$ cat src/rtl/rhp_pkg.sv
package rhp_pkg;

  typedef logic [1:0] sat2_t;

  localparam sat2_t CTR_RESET = 2'b10;

  // Saturating 2-bit step: up=1 moves toward 3, up=0 toward 0.
  function automatic sat2_t sat2_step(input sat2_t cur, input logic up);
    sat2_t res;
    if (up) begin
      res = (cur == 2'b11) ? cur : cur + 2'b01;
    end else begin
      res = (cur == 2'b00) ? cur : cur - 2'b01;
    end
    return res;
  endfunction

endpackage

$ cat src/rtl/rhp_table.sv
module rhp_table
  import rhp_pkg::*;
#(
  parameter int DEPTH = 64,
  localparam int IDX_W = $clog2(DEPTH)
) (
  input  logic             clk,
  input  logic             rst_n,
  input  logic [IDX_W-1:0] rd_idx,
  input  logic             wr_en,
  input  logic [IDX_W-1:0] wr_idx,
  input  logic             wr_up,
  output sat2_t            rd_ctr
);

  sat2_t ctr_q [DEPTH];
  sat2_t ctr_d [DEPTH];
  logic  hit   [DEPTH];

  genvar gi;
  generate
    for (gi = 0; gi < DEPTH; gi++) begin : g_ent
      always_comb begin
        hit[gi]   = wr_en && (wr_idx == IDX_W'(gi));
        ctr_d[gi] = ctr_q[gi];
        if (hit[gi]) begin
          ctr_d[gi] = sat2_step(ctr_q[gi], wr_up);
        end
      end

      always_ff @(posedge clk or negedge rst_n) begin
        if (!rst_n) begin
          ctr_q[gi] <= CTR_RESET;
        end else if (hit[gi]) begin
          ctr_q[gi] <= ctr_d[gi];
        end
      end

      AST_NO_RISE_ON_USELESS: assert property (@(posedge clk) disable iff (!rst_n)
        (hit[gi] && !wr_up) |=> (ctr_q[gi] <= $past(ctr_q[gi])));

      AST_NO_FALL_ON_USEFUL: assert property (@(posedge clk) disable iff (!rst_n)
        (hit[gi] && wr_up) |=> (ctr_q[gi] >= $past(ctr_q[gi])));

      AST_HOLD_WITHOUT_WRITE: assert property (@(posedge clk) disable iff (!rst_n)
        !hit[gi] |=> $stable(ctr_q[gi]));
    end
  endgenerate

  // Write-first read: the lookup sees the next-state value of its entry.
  always_comb begin
    rd_ctr = ctr_d[rd_idx];
  end

endmodule

$ cat src/rtl/rhp_throttle.sv
module rhp_throttle #(
  parameter int WIN_N    = 4,
  parameter int MISS_THR = 2,
  parameter int SKIP_M   = 8,
  parameter int MISS_W   = 4,
  localparam int SEEN_W  = $clog2(WIN_N + 1),
  localparam int SUM_W   = MISS_W + $clog2(WIN_N + 1),
  localparam int SKIP_W  = $clog2(SKIP_M + 1)
) (
  input  logic              clk,
  input  logic              rst_n,
  input  logic              tr_valid,
  input  logic [MISS_W-1:0] tr_misses,
  input  logic              opp_valid,
  output logic              armed
);

  logic [MISS_W-1:0] hist_q [WIN_N];
  logic [MISS_W-1:0] hist_d [WIN_N];
  logic [SEEN_W-1:0] seen_q, seen_d, seen_inc;
  logic [SKIP_W-1:0] skip_q, skip_d;
  logic [SUM_W-1:0]  win_sum;
  logic              trig;

  // Window shift: newest count enters slot 0.
  genvar gi;
  generate
    for (gi = 0; gi < WIN_N; gi++) begin : g_hist
      if (gi == 0) begin : g_head
        always_comb hist_d[gi] = tr_valid ? tr_misses : hist_q[gi];
      end else begin : g_tail
        always_comb hist_d[gi] = tr_valid ? hist_q[gi-1] : hist_q[gi];
      end

      always_ff @(posedge clk or negedge rst_n) begin
        if (!rst_n) begin
          hist_q[gi] <= '0;
        end else if (tr_valid) begin
          hist_q[gi] <= hist_d[gi];
        end
      end
    end
  endgenerate

  always_comb begin
    win_sum = '0;
    for (int i = 0; i < WIN_N; i++) begin
      win_sum = win_sum + SUM_W'(hist_d[i]);
    end
  end

  always_comb begin
    seen_inc = (seen_q == SEEN_W'(WIN_N)) ? seen_q : seen_q + SEEN_W'(1);
    trig     = tr_valid && (seen_inc == SEEN_W'(WIN_N)) && (win_sum < SUM_W'(MISS_THR));

    seen_d = seen_q;
    if (trig) begin
      seen_d = '0;
    end else if (tr_valid) begin
      seen_d = seen_inc;
    end

    skip_d = skip_q;
    if (trig) begin
      skip_d = SKIP_W'(SKIP_M);
    end else if (opp_valid && (skip_q != '0)) begin
      skip_d = skip_q - SKIP_W'(1);
    end
  end

  always_ff @(posedge clk or negedge rst_n) begin
    if (!rst_n) begin
      seen_q <= '0;
    end else if (tr_valid) begin
      seen_q <= seen_d;
    end
  end

  always_ff @(posedge clk or negedge rst_n) begin
    if (!rst_n) begin
      skip_q <= '0;
    end else if (trig || opp_valid) begin
      skip_q <= skip_d;
    end
  end

  assign armed = (skip_q != '0);

  AST_SKIP_BOUNDED: assert property (@(posedge clk) disable iff (!rst_n)
    skip_q <= SKIP_W'(SKIP_M));

  AST_SEEN_BOUNDED: assert property (@(posedge clk) disable iff (!rst_n)
    seen_q <= SEEN_W'(WIN_N));

  AST_OPP_CONSUMED: assert property (@(posedge clk) disable iff (!rst_n)
    (opp_valid && armed && !trig) |=> (skip_q == $past(skip_q) - SKIP_W'(1)));

  AST_ARM_RELOAD: assert property (@(posedge clk) disable iff (!rst_n)
    trig |=> (skip_q == SKIP_W'(SKIP_M)) && (seen_q == '0));

  AST_IDLE_NO_DRAIN: assert property (@(posedge clk) disable iff (!rst_n)
    (!opp_valid && !trig) |=> $stable(skip_q));

endmodule

$ cat src/rtl/rh_usefulness_pred.sv
module rh_usefulness_pred
  import rhp_pkg::*;
#(
  parameter int PC_W       = 32,
  parameter int ALIGN_BITS = 2,
  parameter int DEPTH      = 64,
  parameter int WIN_N      = 4,
  parameter int MISS_THR   = 2,
  parameter int SKIP_M     = 8,
  parameter int MISS_W     = 4
) (
  input  logic              clk,
  input  logic              rst_n,
  input  logic              lk_valid,
  input  logic [PC_W-1:0]   lk_pc,
  input  logic              tr_valid,
  input  logic [PC_W-1:0]   tr_pc,
  input  logic              tr_useful,
  input  logic [MISS_W-1:0] tr_misses,
  output logic              lk_resp_valid,
  output logic              lk_allow,
  output logic              lk_throttled
);

  localparam int IDX_W = $clog2(DEPTH);
  localparam int IDX_LO = ALIGN_BITS;
  localparam int IDX_HI = ALIGN_BITS + IDX_W - 1;

  logic [IDX_W-1:0] lk_idx, tr_idx;
  sat2_t            lk_ctr;
  logic             thr_armed;
  logic             pred_ok;
  logic             resp_valid_d, allow_d, thr_d;
  logic             resp_valid_q, allow_q, thr_q;

  assign lk_idx = lk_pc[IDX_HI:IDX_LO];
  assign tr_idx = tr_pc[IDX_HI:IDX_LO];

  rhp_table #(
    .DEPTH (DEPTH)
  ) u_table (
    .clk    (clk),
    .rst_n  (rst_n),
    .rd_idx (lk_idx),
    .wr_en  (tr_valid),
    .wr_idx (tr_idx),
    .wr_up  (tr_useful),
    .rd_ctr (lk_ctr)
  );

  rhp_throttle #(
    .WIN_N    (WIN_N),
    .MISS_THR (MISS_THR),
    .SKIP_M   (SKIP_M),
    .MISS_W   (MISS_W)
  ) u_throttle (
    .clk       (clk),
    .rst_n     (rst_n),
    .tr_valid  (tr_valid),
    .tr_misses (tr_misses),
    .opp_valid (lk_valid),
    .armed     (thr_armed)
  );

  always_comb begin
    pred_ok      = lk_ctr[1];
    resp_valid_d = lk_valid;
    thr_d        = thr_armed;
    allow_d      = pred_ok && !thr_armed;
  end

  always_ff @(posedge clk or negedge rst_n) begin
    if (!rst_n) begin
      resp_valid_q <= 1'b0;
    end else begin
      resp_valid_q <= resp_valid_d;
    end
  end

  always_ff @(posedge clk or negedge rst_n) begin
    if (!rst_n) begin
      allow_q <= 1'b0;
      thr_q   <= 1'b0;
    end else if (lk_valid) begin
      allow_q <= allow_d;
      thr_q   <= thr_d;
    end
  end

  assign lk_resp_valid = resp_valid_q;
  assign lk_allow      = allow_q;
  assign lk_throttled  = thr_q;

  AST_RESP_NEEDS_LOOKUP: assert property (@(posedge clk) disable iff (!rst_n)
    lk_resp_valid |-> $past(lk_valid));

  AST_LOOKUP_GETS_RESP: assert property (@(posedge clk) disable iff (!rst_n)
    lk_valid |=> lk_resp_valid);

  AST_THROTTLE_DENIES: assert property (@(posedge clk) disable iff (!rst_n)
    (lk_resp_valid && lk_throttled) |-> !lk_allow);

  AST_SAME_IDX_WRITE_FIRST: assert property (@(posedge clk) disable iff (!rst_n)
    (lk_valid && tr_valid && (lk_idx == tr_idx) && !thr_armed) |=> (lk_allow == $past(tr_useful) || $past(lk_ctr) == 2'b10 || $past(lk_ctr) == 2'b01));

endmodule

$ cat config.mk
export PLATFORM = sky130hd
export DESIGN_NAME = rh_usefulness_pred
export DESIGN_NICKNAME = d
export VERILOG_FILES = /design/src/rtl/rhp_pkg.sv /design/src/rtl/rhp_table.sv /design/src/rtl/rhp_throttle.sv /design/src/rtl/rh_usefulness_pred.sv
export SDC_FILE = /design/constraint.sdc
export NUM_CORES = 1
export LEC_CHECK = 0
export ABC_AREA = 1
export BUFFER_PORTS_ARGS = -buffer_cell sky130_fd_sc_hd__buf_2
export CAP_MARGIN = 20
export CORE_ASPECT_RATIO = 0.8
export CORE_MARGIN = 5
export CORE_UTILIZATION = 55
export DETAILED_ROUTE_END_ITERATION = 8
export GPL_TIMING_DRIVEN = 0
export PLACE_DENSITY = 0.82
export REMOVE_ABC_BUFFERS = 1
export SYNTH_ARGS = -nofsm -noshare
export SYNTH_HDL_FRONTEND = slang
export SYNTH_SLANG_ARGS = --single-unit
$ cat constraint.sdc
create_clock -name clk -period 4.3 [get_ports clk]
set_input_delay 0.43 -clock clk [delete_from_list [all_inputs] [get_ports clk]]
set_output_delay 0.43 -clock clk [all_outputs]
set_load 0.05 [all_outputs]
==> metrics.txt <==
Final Hold Vio Count 0; Initial Utilization 0.563; number of warnings issued by yosys 0; largest net degree at the start of global routing 100; dominant cell by count in the synthesized netlist sky130_fd_sc_hd__nand2_1; clock-pin slew of the registers on the worst-case setup and hold paths 0.06 ns; area growth from synthesis to final layout 10.9%; power spent charging and discharging nets 1.43 mW; routability congestion estimate roughly 0.87; final standard cell utilization of the core 0.624; share of flip-flops with an asynchronous set or reset after synthesis 1.00; die footprint 0.0197 mm2; buffer and inverter count on the worst path 4; # DRC 0; Core Region 0.0166 mm2; Main synth FF type sky130_fd_sc_hd__dfrtp_1; portion of total power attributed to combinational logic 0.217; library cell occupying the most area in the post-synthesis netlist sky130_fd_sc_hd__dfrtp_1; number of iterations in the first detailed-routing pass 7; Vias per Instance 5.61; post-route cell area around 0.010 mm2; number of cells produced by synthesis approximately 1300; Critical Path Sink Type flip-flop; synthesized area per cell 7.00 um2; number of nets with antenna violations after detailed routing 0; share of the cycle needed by the critical path after routing 0.928; worst slew margin relative to its limit 0.350; number of global-route vias before repair 8486; htree depth 4; met3 track utilization from global routing 0.0443; Flop pwr share 0.408; TritonCTS Buffers 17; Worst Path Arrival between 4 and 5 ns; most numerous cell on the critical path sky130_fd_sc_hd__fa_1; fraction of power spent switching nets 0.306; area after detailed placement ~0.0096 mm2; top cell types by occurrence after synthesis sky130_fd_sc_hd__nand2_1, sky130_fd_sc_hd__nand3_1, sky130_fd_sc_hd__inv_1, sky130_fd_sc_hd__o21ai_0, sky130_fd_sc_hd__dfrtp_1; Total Wirelength 24300 um; post-layout minimum cycle time 3.99 ns; Static Leakage 5.21 nW; Die X 156 um; clock power share 0.375; number of top-level pins 76; flip-flop and latch count after synthesis around 150; highest clock rate between 200 and 300 MHz; kind of start point of the critical path input port; number of vias after detailed routing around 8900; worst clock skew on the final layout 0.00960 ns; global-route met2 utilization 0.403; worst slew pin tran between 0.9 and 1 ns; most crowded layer after global routing met2; count of final max-slew check failures 0; run status complete, no violations; Global Route met1 Usage 0.341; number of nets in the finished design approximately 1400; number of enable-type register cells in the synthesized netlist 0; number of DRC violations after detailed-routing iteration 0 1014; slowest library cell on the worst path sky130_fd_sc_hd__fa_1; category of the critical setup timing path input port to flip-flop; class of the tightest hold or removal check input port to flip-flop; P_int 3.23 mW; global-route wire length before repair 40400 um; buffer type at the clock tree root sky130_fd_sc_hd__clkbuf_16; final routed wire length divided by cell count 15.4 um; total track usage 0.252; antenna violations before repair 0; final setup vio count 0; FP Rows 42; critical path's top delay family adder cells; unrepaired setup endpoints after global routing false; critical path peak fanout 30; half-perimeter wire length after placement roughly 16000 um; Maximum Capacitance Violations 0; stage delay of the slowest cell on the critical path 0.52 ns; ant diodes 0; total power draw between 4 and 5 mW; Overflow after GRT 0; die span in y 127 um; post-synth design cell area 0.00935 mm2; cell-by-cell trace of the critical path buf_2 -> clkinvlp_4 -> buf_4 -> or2_2 -> o21ai_0 -> fa_1 -> fa_1 -> inv_1 -> ha_1 -> fa_1 -> a211oi_1 -> nand3_1 -> nor2_1 -> o21ai_0; CTS Buffer Depth 2; fraction of the yosys area taken by sequential cells 0.421; number of sinks driven by the clock tree 154; worst vdd ir 0.230 mV; most area-consuming cells after synthesis sky130_fd_sc_hd__dfrtp_1, sky130_fd_sc_hd__nand2_1, sky130_fd_sc_hd__dfstp_2, sky130_fd_sc_hd__nand3_1, sky130_fd_sc_hd__inv_1; count of cell types in the netlist 34; fraction of final layout cells sized beyond drive strength 1 0.109; share of Yosys cell area claimed by the top area cell type 0.241; number of I/O port buffers 23; clock tree from TritonCTS yes; power density of the placed cells 449 mW/mm2; Worst Path Required 4.60 ns; insertion delay to the later sink of the worst-skew pair 0.44 ns
[metrics by stage]
step / worst slack (ns) / setup TNS [ns] / hold slack [ns] / std cells
after floorplan: 0.899 / 0 / 0.134 / 1298
after global placement: -0.0680 / -0.160 / 0.459 / 1541
after detailed placement: -0.211 / -0.767 / 0.434 / 1543
after CTS: 0.244 / 0 / 0.113 / 1576
after global routing: 0.0555 / 0 / 0.109 / 1581
final: 0.309 / 0 / 0.124 / 1581
[layout by cell type (no fill, tap or decap), types with 3 or more instances in the layout]
cell type,instances
sky130_fd_sc_hd__a21boi_0,31
sky130_fd_sc_hd__a21oi_1,8
sky130_fd_sc_hd__and2_1,56
sky130_fd_sc_hd__buf_2,21
sky130_fd_sc_hd__buf_4,5
sky130_fd_sc_hd__bufinv_16,6
sky130_fd_sc_hd__clkbuf_16,17
sky130_fd_sc_hd__clkinv_2,3
sky130_fd_sc_hd__clkinvlp_4,3
sky130_fd_sc_hd__dfrtp_1,90
sky130_fd_sc_hd__dfstp_2,64
sky130_fd_sc_hd__fa_1,5
sky130_fd_sc_hd__ha_1,12
sky130_fd_sc_hd__inv_1,141
sky130_fd_sc_hd__inv_2,7
sky130_fd_sc_hd__nand2_1,496
sky130_fd_sc_hd__nand3_1,145
sky130_fd_sc_hd__nand3_2,4
sky130_fd_sc_hd__nand4_1,14
sky130_fd_sc_hd__nor2_1,82
sky130_fd_sc_hd__o211ai_1,6
sky130_fd_sc_hd__o21a_1,5
sky130_fd_sc_hd__o21ai_0,100
sky130_fd_sc_hd__o21ai_1,8
sky130_fd_sc_hd__or2_2,8
[routing by layer]
metal / up-vias / part of all wire
li1: 4278 / -
met1: 4162 / 0.43
met2: 375 / 0.47
met3: 57 / 0.082
met4: 0 / 0.026
met5: - / 0
[worst reg2reg max path: stages, from the launching register on]
cell and delay [ns]:
sky130_fd_sc_hd__dfrtp_1 0.40, sky130_fd_sc_hd__or2_2 0.31, sky130_fd_sc_hd__o21ai_0 0.19, sky130_fd_sc_hd__fa_1 0.49, sky130_fd_sc_hd__fa_1 0.52, sky130_fd_sc_hd__inv_1 0.04, sky130_fd_sc_hd__ha_1 0.22, sky130_fd_sc_hd__fa_1 0.41
sky130_fd_sc_hd__a211oi_1 0.28, sky130_fd_sc_hd__nand3_1 0.11, sky130_fd_sc_hd__nor2_1 0.35, sky130_fd_sc_hd__o21ai_0 0.13
[power by group through the flow]
stage	Clock [mW]	Sequential, mW	Combinational [mW]
after global placement	0	1.90	0.921
final	1.75	1.90	1.01
after global routing	1.82	1.93	1.17
after detailed placement	0	1.91	0.983
after floorplan	0	1.89	0.708
after CTS	1.76	1.89	1.00
[worst paths after layout]
kind / cells past startpoint / to / slack [ns] / startpoint
worst max-delay path: 14 / u_throttle.seen_q[2] / 0.31 / tr_valid
worst min-delay path: 1 / lk_resp_valid / 0.12 / lk_valid
worst min register to register: 2 / lk_throttled / 0.48 / lk_throttled
worst max register to register: 11 / u_throttle.seen_q[2] / 0.71 / u_throttle.hist_q[13]
max in group asynchronous: 3 / u_table.ctr_q[9] / 2.87 / rst_n
min in group asynchronous: 2 / asynchronous set/reset pin / 0.54 / rst_n
[kinds of logic after synthesis]
family                     after synthesis  share of synthesized area
AOI/OAI and AO/OA                      162                     0.0990
DFF                                    154                      0.421
xor gates and xnor gates                 4                    0.00375
buffers and inverters                  186                     0.0785
adders and majority gates               17                     0.0268
and+or+nand+nor                        812                      0.371
[what timing repair did]
action | 4_1_cts | 5_1_grt
resized for setup | 0 | 1
hold buffers | 1 | 0
endpoints found under the hold margin | 26 | 0
endpoints found under the setup margin | 0 | 4
buffers inserted | 0 | 4
[final cells by class]
cell class	instances	area (um2)
Timing Repair Buffer	31	239
Clock inverter	12	219
Fill cell	1429	6240
Multi-Input combinational cell	995	4680
Inverter	149	563
Sequential cell	154	3930
Clock buffer	20	457
Tap cell	220	275
No activity file was read; power rests on OpenSTA's default activity.
